File: src/rtl/agecache_pkg.sv
// Package agecache_pkg: shared helpers for the aged-replacement cache.
// Assumes ages are unsigned counters that saturate at zero.
package agecache_pkg;
    // Width of a way index; at least one bit even for a single way.
    function automatic int way_bits(input int ways);
        return (ways > 1) ? $clog2(ways) : 1;
    endfunction
endpackage

File: src/rtl/agecache_tick.sv
// Module agecache_tick: free-running decay timer.
// Pulses tick for one cycle every PERIOD cycles; the first pulse falls on
// the PERIOD-th rising edge after reset is released. Assumes PERIOD >= 1.
module agecache_tick #(
    parameter int PERIOD = 16
) (
    input  logic clk,
    input  logic rst_n,
    output logic tick
);
    localparam int CNT_W = (PERIOD > 1) ? $clog2(PERIOD) : 1;
    localparam logic [CNT_W-1:0] LAST = CNT_W'(PERIOD - 1);

    logic [CNT_W-1:0] cnt_q;

    // Decode the terminal count.
    assign tick = (cnt_q == LAST);

    // Count 0..PERIOD-1 and wrap.
    always_ff @(posedge clk) begin
        if (!rst_n)    cnt_q <= '0;
        else if (tick) cnt_q <= '0;
        else           cnt_q <= cnt_q + 1'b1;
    end

    generate
        if (PERIOD > 1) begin : g_gap

            tick_gap_chk: assert property (@(posedge clk) disable iff (!rst_n)
                tick |=> !tick);
        end
    endgenerate
endmodule

File: src/rtl/agecache_match.sv
// Module agecache_match: parallel tag compare across the ways of one set.
// One comparator per way; reports the hit vector, a hit flag and the
// lowest matching way. Assumes a tag is held by at most one valid way.
module agecache_match #(
    parameter int WAYS  = 4,
    parameter int TAG_W = 9,
    parameter int WAY_W = 2
) (
    input  logic [WAYS-1:0][TAG_W-1:0] set_tags,
    input  logic [WAYS-1:0]            set_vld,
    input  logic [TAG_W-1:0]           key,
    output logic                       hit,
    output logic [WAY_W-1:0]           hit_way
);
    logic [WAYS-1:0] hit_vec;

    genvar w;
    generate
        for (w = 0; w < WAYS; w++) begin : g_cmp
            assign hit_vec[w] = set_vld[w] && (set_tags[w] == key);
        end
    endgenerate

    // Encode the lowest matching way.
    always_comb begin
        hit     = |hit_vec;
        hit_way = '0;
        for (int i = WAYS - 1; i >= 0; i--) begin
            if (hit_vec[i]) hit_way = WAY_W'(i);
        end

        hit_onehot_chk: assert ($onehot0(hit_vec));
    end
endmodule

File: src/rtl/agecache_victim.sv
// Module agecache_victim: replacement choice for one set.
// Picks the lowest invalid way; if all ways are valid, the lowest-numbered
// way holding the smallest age. Purely combinational.
module agecache_victim #(
    parameter int WAYS  = 4,
    parameter int AGE_W = 2,
    parameter int WAY_W = 2
) (
    input  logic [WAYS-1:0]            set_vld,
    input  logic [WAYS-1:0][AGE_W-1:0] set_age,
    output logic [WAY_W-1:0]           victim
);
    logic [WAY_W-1:0] inv_way;
    logic [WAY_W-1:0] old_way;
    logic [AGE_W-1:0] min_age;

    // Scan for the lowest invalid way and the lowest smallest-age way.
    always_comb begin
        inv_way = '0;
        for (int i = WAYS - 1; i >= 0; i--) begin
            if (!set_vld[i]) inv_way = WAY_W'(i);
        end
        old_way = '0;
        min_age = set_age[0];
        for (int i = 1; i < WAYS; i++) begin
            if (set_age[i] < min_age) begin
                min_age = set_age[i];
                old_way = WAY_W'(i);
            end
        end
        victim = (&set_vld) ? old_way : inv_way;
    end

    // Guard the choice against the set contents.
    always_comb begin

        victim_inv_chk: assert ((&set_vld) || !set_vld[victim]);
        for (int i = 0; i < WAYS; i++) begin

            victim_age_chk: assert (!(&set_vld) || (set_age[victim] <= set_age[i]));
        end
    end
endmodule

File: src/rtl/agecache_top.sv
// Module agecache_top: n-way set-associative lookup with aged replacement.
// Word addresses: index = low IDX_W bits, tag = upper bits. Lookup answers
// one cycle later from pre-edge state; fills write at the same edge. Ages
// are set to all-ones on access and decayed by a periodic tick.
// Assumes SETS is a power of two >= 2 and WAYS is 2, 4 or 8.
module agecache_top
    import agecache_pkg::*;
#(
    parameter int ADDR_W      = 12,
    parameter int DATA_W      = 16,
    parameter int WAYS        = 4,
    parameter int SETS        = 8,
    parameter int AGE_W       = 2,
    parameter int TICK_PERIOD = 16,
    localparam int WAY_W      = way_bits(WAYS)
) (
    input  logic              clk,
    input  logic              rst_n,
    input  logic              lk_valid,
    input  logic [ADDR_W-1:0] lk_addr,
    input  logic              fill_valid,
    input  logic [ADDR_W-1:0] fill_addr,
    input  logic [DATA_W-1:0] fill_data,
    output logic              rsp_valid,
    output logic              rsp_hit,
    output logic [WAY_W-1:0]  rsp_way,
    output logic [DATA_W-1:0] rsp_data
);
    localparam int IDX_W = $clog2(SETS);
    localparam int TAG_W = ADDR_W - IDX_W;
    localparam logic [AGE_W-1:0] AGE_MAX = {AGE_W{1'b1}};

    logic [WAYS-1:0][TAG_W-1:0]  tag_q [SETS];
    logic [WAYS-1:0][DATA_W-1:0] dat_q [SETS];
    logic [WAYS-1:0][AGE_W-1:0]  age_q [SETS];
    logic [WAYS-1:0]             vld_q [SETS];

    logic [IDX_W-1:0] lk_set, fl_set;
    logic [TAG_W-1:0] lk_tag, fl_tag;
    logic             lk_hit, fl_hit, tick;
    logic [WAY_W-1:0] lk_hway, fl_hway, lk_vict, fl_vict, fl_way;
    logic [WAYS-1:0]  acc [SETS];

    // Split both addresses into index and tag.
    assign lk_set = lk_addr[IDX_W-1:0];
    assign lk_tag = lk_addr[ADDR_W-1:IDX_W];
    assign fl_set = fill_addr[IDX_W-1:0];
    assign fl_tag = fill_addr[ADDR_W-1:IDX_W];

    agecache_tick #(.PERIOD(TICK_PERIOD)) u_tick (
        .clk(clk), .rst_n(rst_n), .tick(tick));

    agecache_match #(.WAYS(WAYS), .TAG_W(TAG_W), .WAY_W(WAY_W)) u_lk_match (
        .set_tags(tag_q[lk_set]), .set_vld(vld_q[lk_set]), .key(lk_tag),
        .hit(lk_hit), .hit_way(lk_hway));

    agecache_match #(.WAYS(WAYS), .TAG_W(TAG_W), .WAY_W(WAY_W)) u_fl_match (
        .set_tags(tag_q[fl_set]), .set_vld(vld_q[fl_set]), .key(fl_tag),
        .hit(fl_hit), .hit_way(fl_hway));

    agecache_victim #(.WAYS(WAYS), .AGE_W(AGE_W), .WAY_W(WAY_W)) u_lk_vict (
        .set_vld(vld_q[lk_set]), .set_age(age_q[lk_set]), .victim(lk_vict));

    agecache_victim #(.WAYS(WAYS), .AGE_W(AGE_W), .WAY_W(WAY_W)) u_fl_vict (
        .set_vld(vld_q[fl_set]), .set_age(age_q[fl_set]), .victim(fl_vict));

    // A fill reuses a way already holding its tag, else the victim.
    assign fl_way = fl_hit ? fl_hway : fl_vict;

    // Mark every way touched this cycle by a lookup hit or a fill.
    always_comb begin
        for (int s = 0; s < SETS; s++) begin
            for (int w = 0; w < WAYS; w++) begin
                acc[s][w] = (lk_valid && lk_hit && lk_set == IDX_W'(s) && lk_hway == WAY_W'(w))
                         || (fill_valid && fl_set == IDX_W'(s) && fl_way == WAY_W'(w));
            end
        end
    end

    // Age, tag, data and valid storage updates.
    always_ff @(posedge clk) begin
        if (!rst_n) begin
            for (int s = 0; s < SETS; s++) begin
                vld_q[s] <= '0;
                age_q[s] <= '0;
                tag_q[s] <= '0;
                dat_q[s] <= '0;
            end
        end else begin
            for (int s = 0; s < SETS; s++) begin
                for (int w = 0; w < WAYS; w++) begin
                    if (acc[s][w])                   age_q[s][w] <= AGE_MAX;
                    else if (tick && age_q[s][w] != '0) age_q[s][w] <= age_q[s][w] - 1'b1;
                end
            end
            if (fill_valid) begin
                tag_q[fl_set][fl_way] <= fl_tag;
                dat_q[fl_set][fl_way] <= fill_data;
                vld_q[fl_set][fl_way] <= 1'b1;
            end
        end
    end

    // Register the lookup response from pre-edge contents.
    always_ff @(posedge clk) begin
        if (!rst_n) begin
            rsp_valid <= 1'b0;
            rsp_hit   <= 1'b0;
            rsp_way   <= '0;
            rsp_data  <= '0;
        end else begin
            rsp_valid <= lk_valid;
            rsp_hit   <= lk_valid && lk_hit;
            rsp_way   <= !lk_valid ? '0 : (lk_hit ? lk_hway : lk_vict);
            rsp_data  <= (lk_valid && lk_hit) ? dat_q[lk_set][lk_hway] : '0;
        end
    end


    rsp_follow_chk: assert property (@(posedge clk) disable iff (!rst_n)
        lk_valid |=> rsp_valid);

    rsp_idle_chk: assert property (@(posedge clk) disable iff (!rst_n)
        !lk_valid |=> (!rsp_valid && !rsp_hit && rsp_way == '0 && rsp_data == '0));

    fill_valid_chk: assert property (@(posedge clk) disable iff (!rst_n)
        fill_valid |=> vld_q[$past(fl_set)][$past(fl_way)]);

    genvar gs, gw;
    generate
        for (gs = 0; gs < SETS; gs++) begin : g_set_chk
            for (gw = 0; gw < WAYS; gw++) begin : g_way_chk

                acc_age_chk: assert property (@(posedge clk) disable iff (!rst_n)
                    acc[gs][gw] |=> age_q[gs][gw] == AGE_MAX);

                decay_chk: assert property (@(posedge clk) disable iff (!rst_n)
                    (tick && !acc[gs][gw] && age_q[gs][gw] != '0)
                    |=> age_q[gs][gw] == $past(age_q[gs][gw]) - 1'b1);
            end
        end
    endgenerate
endmodule

File: config.mk
export PLATFORM = sky130hd
export DESIGN_NAME = agecache_top
export DESIGN_NICKNAME = d
export VERILOG_FILES = /design/src/rtl/agecache_pkg.sv /design/src/rtl/agecache_tick.sv /design/src/rtl/agecache_match.sv /design/src/rtl/agecache_victim.sv /design/src/rtl/agecache_top.sv
export SDC_FILE = /design/constraint.sdc
export NUM_CORES = 2
export LEC_CHECK = 0
export ABC_AREA = 1
export BUFFER_PORTS_ARGS = -buffer_cell sky130_fd_sc_hd__buf_2
export CAP_MARGIN = 10
export CORE_UTILIZATION = 59
export CTS_BUF_LIST = sky130_fd_sc_hd__clkbuf_2
export CTS_CLUSTER_SIZE = 16
export DETAILED_ROUTE_END_ITERATION = 10
export HOLD_SLACK_MARGIN = 0.15
export PLACE_DENSITY = 0.78
export SYNTH_ARGS = -nofsm -noshare
export SYNTH_HDL_FRONTEND = slang
export SYNTH_SLANG_ARGS = --single-unit
File: constraint.sdc
create_clock -name clk -period 5.1 [get_ports clk]
set_input_delay 1.02 -clock clk [delete_from_list [all_inputs] [get_ports clk]]
set_output_delay 1.02 -clock clk [all_outputs]
set_load 0.005 [all_outputs]
# After elaboration in Yosys (flattened, before gate mapping)
# Memory sizes are Yosys's and may differ from the RTL's.
# Cells that the tools add are included.
[op_classes]
n_eq_ne = 29
n_addsub = 33
n_lt_le_gt_ge = 9
mux = 341
n_reduce_logical = 200
bitwise_logic = 65
[ops]
columns = ["op", "count"]
rows = [
  ["two-way mux 1 bit", 230],
  ["two-way mux 64 bit", 3],
  ["two-way mux 2 bit", 92],
  ["logical AND 1 bit", 122],
  ["two-way mux 36 bit", 3],
  ["== test 9 bit", 8],
  ["bitwise OR 1 bit", 64],
  ["nonzero test 2 bit", 32],
  ["OR reduction 64 bit", 1],
  ["subtractor 2 x 1 -> 2 bit (second input constant)", 32],
  ["OR reduction 36 bit", 1],
  ["binary-select mux 16 bit (select 2 bit)", 1],
  ["demux 16 bit (select 2 bit)", 1],
  ["logical OR 1 bit", 32],
  ["two-way mux 16 bit", 2],
  ["== test 3 bit (second input constant)", 8],
  ["demux 9 bit (select 2 bit)", 1],
  ["== test 3 x 2 -> 1 bit (second input constant)", 4],
  ["< comparator 2 bit", 6],
  ["two-way mux 4 bit", 3],
  ["OR reduction 4 bit", 3],
  ["two-way mux 3 bit", 3],
  ["two-way mux 9 bit", 1],
  ["== test 2 bit (second input constant)", 4],
  ["other kinds (13)", 20],
]
[word_totals]
ram_bits = 896
wordCells = 686
mem_count = 4
out_inout_bits = 20
input_bits = 44
regBits = 24
[memory_table]
columns = ["memory", "words", "word_bits", "read_ports", "rd_ports_with_merged_regs", "wr", "line", "source"]
rows = [
  ["dat_q", 8, 64, 1, 0, 8, "agecache_top.sv:34", "logic [WAYS-1:0][DATA_W-1:0] dat_q [SETS];"],
  ["tag_q", 8, 36, 2, 0, 8, "agecache_top.sv:33", "logic [WAYS-1:0][TAG_W-1:0] tag_q [SETS];"],
  ["age_q", 8, 8, 10, 0, 8, "agecache_top.sv:35", "logic [WAYS-1:0][AGE_W-1:0] age_q [SETS];"],
  ["vld_q", 8, 4, 2, 0, 8, "agecache_top.sv:36", "logic [WAYS-1:0] vld_q [SETS];"],
]

# Logic depth before layout (Yosys ltp)
# An unclocked memory read counts as a cell.
[logic_depth]
word_depth = 17
mapped_depth = 32
ltp_nobuf = 29

# Cells and area by module
# Synthesis repeated with hierarchy kept, for this count alone.
[unflattened]
hier_cells = 5381
hier_area_um2 = 46387.0
[modules_own_cells]
columns = ["module", "seq_area_each_um2", "area_per_inst_um2", "cells_per_inst", "instances"]
rows = [
  ["agecache_top", 26985.9, 44270.0, 4952, 1],
  ["agecache_match", 0.0, 750.7, 163, 2],
  ["agecache_victim", 0.0, 229.0, 42, 2],
  ["agecache_tick", 80.1, 157.7, 19, 1],
]

# Least setup slack after synthesis
# OpenSTA, ideal clock, no wires.
[synth_timing]
kind = "in2reg"
start = "input fill_addr[1]"
end = "memory age_q[7][4] in the netlist's numbering, enable pin"
stages = 29
slack_ns = 0.007
path_buffers = 5
required_ns = 4.803
t_arrival_ns = 4.795
setup_time_ns = 0.297
path_cell_list = "buf_4 > nand2_1 > buf_2 > buf_2 > buf_1 > o22ai_1 > a221oi_1 > o21ai_0 > ha_1 > nand2_1 > nand2_1 > nand2_1 > nand3_1 > nand2_1 > nand2_1 > nand2_1 > nand3_1 > nand2_1 > nand2_1 > nand2_1 > nand2_1 > nand2_1 > nand2_1 > nor2_4 > buf_4 > nand2_1 > nand2_1 > a21oi_1 > nand2_1"
[synth_lines]
columns = ["element", "line", "source"]
rows = [
  ["start, declared", "agecache_top.sv:22", "input logic [ADDR_W-1:0] fill_addr,"],
  ["end, declared", "agecache_top.sv:35", ""],
]

==> results.cfg <==
[global_routing]
antenna_found_initial = 1
overflow = 0
grt_max_degree = 94
grt_pass1_vias = 37100
grt_pass1_wl_um = 222000
grt.total_usage = 0.386

[worst_setup_path]
path_class = reg2reg
crit_fanout = 25
arrival_ns = 5.09
crit_buf_inv = 4
startpoint_type = flip-flop
critPathMostFrequentCell = nand2_1
cp-end-kind = flip-flop
path_delay_family = simple AND/OR/NAND/NOR gates
worstPathRequired_ns = 6.24
crit_chain = inv_1 > o22ai_1 > a221oi_1 > o21ai_0 > inv_1 > ha_1 > nand2_1 > nand2_1 > nand2_1 > nand3_1 > nand2_1 > nand2_1 > nand2_1 > nand3_1 > nand2_1 > nand2_1 > nand3_1 > nand3_1 > nand2_4 > nand2_1 > inv_2 > nand2_1 > nand2_1 > buf_12
max_stage_delay_ns = 0.38
slowest_stage = edfxtp_1

[detailed_routing]
ant_nets = 0
first_pass_iters = 7
vias = 39200
wirelength_um = 151000
remaining_drc_errors = 0
via_per_inst = 6.36
drt-initial-drc-count = 6943
wl_per_cell_um = 24.5

[cts]
cts.htree.levels = 4
clock-sinks = 920
cts_buffers = 219
cts_tree = done
clkTransAtPathRegs_ns = 0.11
clk_path_buf_depth = 3
post_cts.repair.setup_buffers = 0
insertion_delay_ns = 1.59
ctsResizeCount = 0
root_buffer = clkbuf_2

[timing]
setup_violations = 0
worst_slack_ns = 1.15
slew_headroom = 0.246
min_period_ns = 3.95
slew_violations = 0
worst-slew-pin-transition_ns = 1.13
skew_ns = 0.155
period_share = 0.774
fmax_mhz = 253
finalHoldViolCount = 0
tns_ns = 0
rsz0062_at_grt = false

[place]
numPortBuffers = 63
pre_cts_slack_ns = 0.0563
place.gp.congestion = 1.00
postPlaceCellArea_mm2 = 0.0475
hpwl_um = 94100

[logic_synthesis]
netlist_area_mm2 = 0.0453
synthDistinctLibCells = 51
synth_ff_type = edfxtp_1
yosys.area.top_type = edfxtp_1
ys_seq_area_frac = 0.598
syn-num-nets = 4912
ys_async_sr_fraction = 0
synth_edf_count = 864
syn_inst = 4825
avgSynthCellArea_um2 = 9.38
synth_area_leaders = edfxtp_1 (57%), nor2_1 (8.3%), nand2_1 (8.2%)
yosysTopAreaCellShare = 0.573
synth-seq-cells = 920
yosys_warnings = 0

[die]
dieArea_mm2 = 0.0779
dieHeight_um = 279
die_x_um = 279
num_rows = 101
initial_utilization = 0.596
core_area_mm2 = 0.0759
io_pins = 64

[layout]
final_common_cell = nor2_1
syn2layout_area_growth_pct = 9.88
design_area_mm2 = 0.0498
layout.cells.most_common_list = nor2_1 (998), nand2_1 (993), edfxtp_1 (864)
drive_above_1_share = 0.128
nets = 5042
fin_util = 0.655

[worst_hold_path]
hold_class = in2reg

[run]
drv_cap = 0

[power_and_ir_drop]
peakVddDrop_v = 0.000183
power_density_mw_per_mm2 = 306
leakage_uw = 0.0200
finalPower_uw = 15200

[outcome]
status = complete, no violations
## worst reg2reg max path, delay by kind of cell (launching register included)
| kind | cells | cell delay (ns) |
|---|---|---|
| adder cells (fa/ha/maj) | 1 | 0.22 |
| flip-flops | 1 | 0.38 |
| AND/OR/NAND/NOR | 16 | 1.68 |
| AO/OA/AOI/OAI | 3 | 0.51 |
| buffers and inverters | 4 | 0.72 |
## synthesized netlist by cell type (17+ instances only)
cell type  count
a21oi_1      148
inv_1        380
ha_1          43
nor2_1       998
o31ai_1       24
or2_2         21
o22ai_1      120
o221ai_1      22
o211ai_1      21
buf_2         92
o21ai_0      100
buf_1         33
xor2_1        26
nand2_1      995
clkbuf_1     217
a41oi_1       77
nand3_1      157
dfxtp_1       56
o2111ai_1     17
edfxtp_1     864
a22oi_1      140
nand4_1      125
a31oi_1       21
## per-stage QoR
step | hold slack [ns] | cells
CTS | 0.195 | 6164
floorplan | 0.418 | 4825
detailed placement | 0.437 | 5744
global route | 0.248 | 6165
finish | 0.282 | 6167
global placement | 0.434 | 5744
## kinds of logic after synthesis
group           Yosys count  share of synthesized area
simple gates           2348                      0.212
xor+xnor                 27                    0.00522
fa+ha+maj                43                     0.0119
buf+inv                 753                     0.0659
compound gates          734                      0.107
flops                   920                      0.598
## path summary, 6_finish.rpt
check,from,to,slack [ns],depth (start not counted)
max,age_q[2][1],tag_q[7][34],1.15,24
min,fill_addr[2],vld_q[3][1],0.28,5
max reg2reg,age_q[2][1],tag_q[7][34],1.15,24
min reg2reg,u_tick.cnt_q[0],u_tick.cnt_q[0],0.45,1
## power by group
group	switching, uW	internal, uW	total [uW]
logic	1230	449	1680
registers	115	8510	8630
clock network	3070	1850	4920
total	4410	10800	15200
## registers in the layout, indices dropped and copies added (netlist names)
signal,cells
dat_q,512
rsp_hit,1
u_tick.cnt_q,4
rsp_valid,1
tag_q,288
rsp_way,2
age_q,64
rsp_data,16
vld_q,32
## area by class of cell
cell class	count	area (um^2)
clock buffer	324	1620
clock inverter	76	427
antenna	3	7.51
inverter	400	1520
tap	1030	1290
multi-input combinational	3152	15200
timing repair buffer	262	2580
fill	6022	26200
sequential	920	27100
## routing by layer
layer	global-route usage	part of all wire	up-vias
met5	0	0	-
met4	0.268	0.080	0
met3	0.0930	0.15	722
met2	0.583	0.43	3560
met1	0.493	0.34	17900
li1	-	-	17000
## repair_timing
action	in CTS	in global routing
endpoints found under the hold margin	506	0
hold buffers	20	0
endpoints found under the setup margin	0	0
Note: power is estimated with default switching activity, not from simulation.
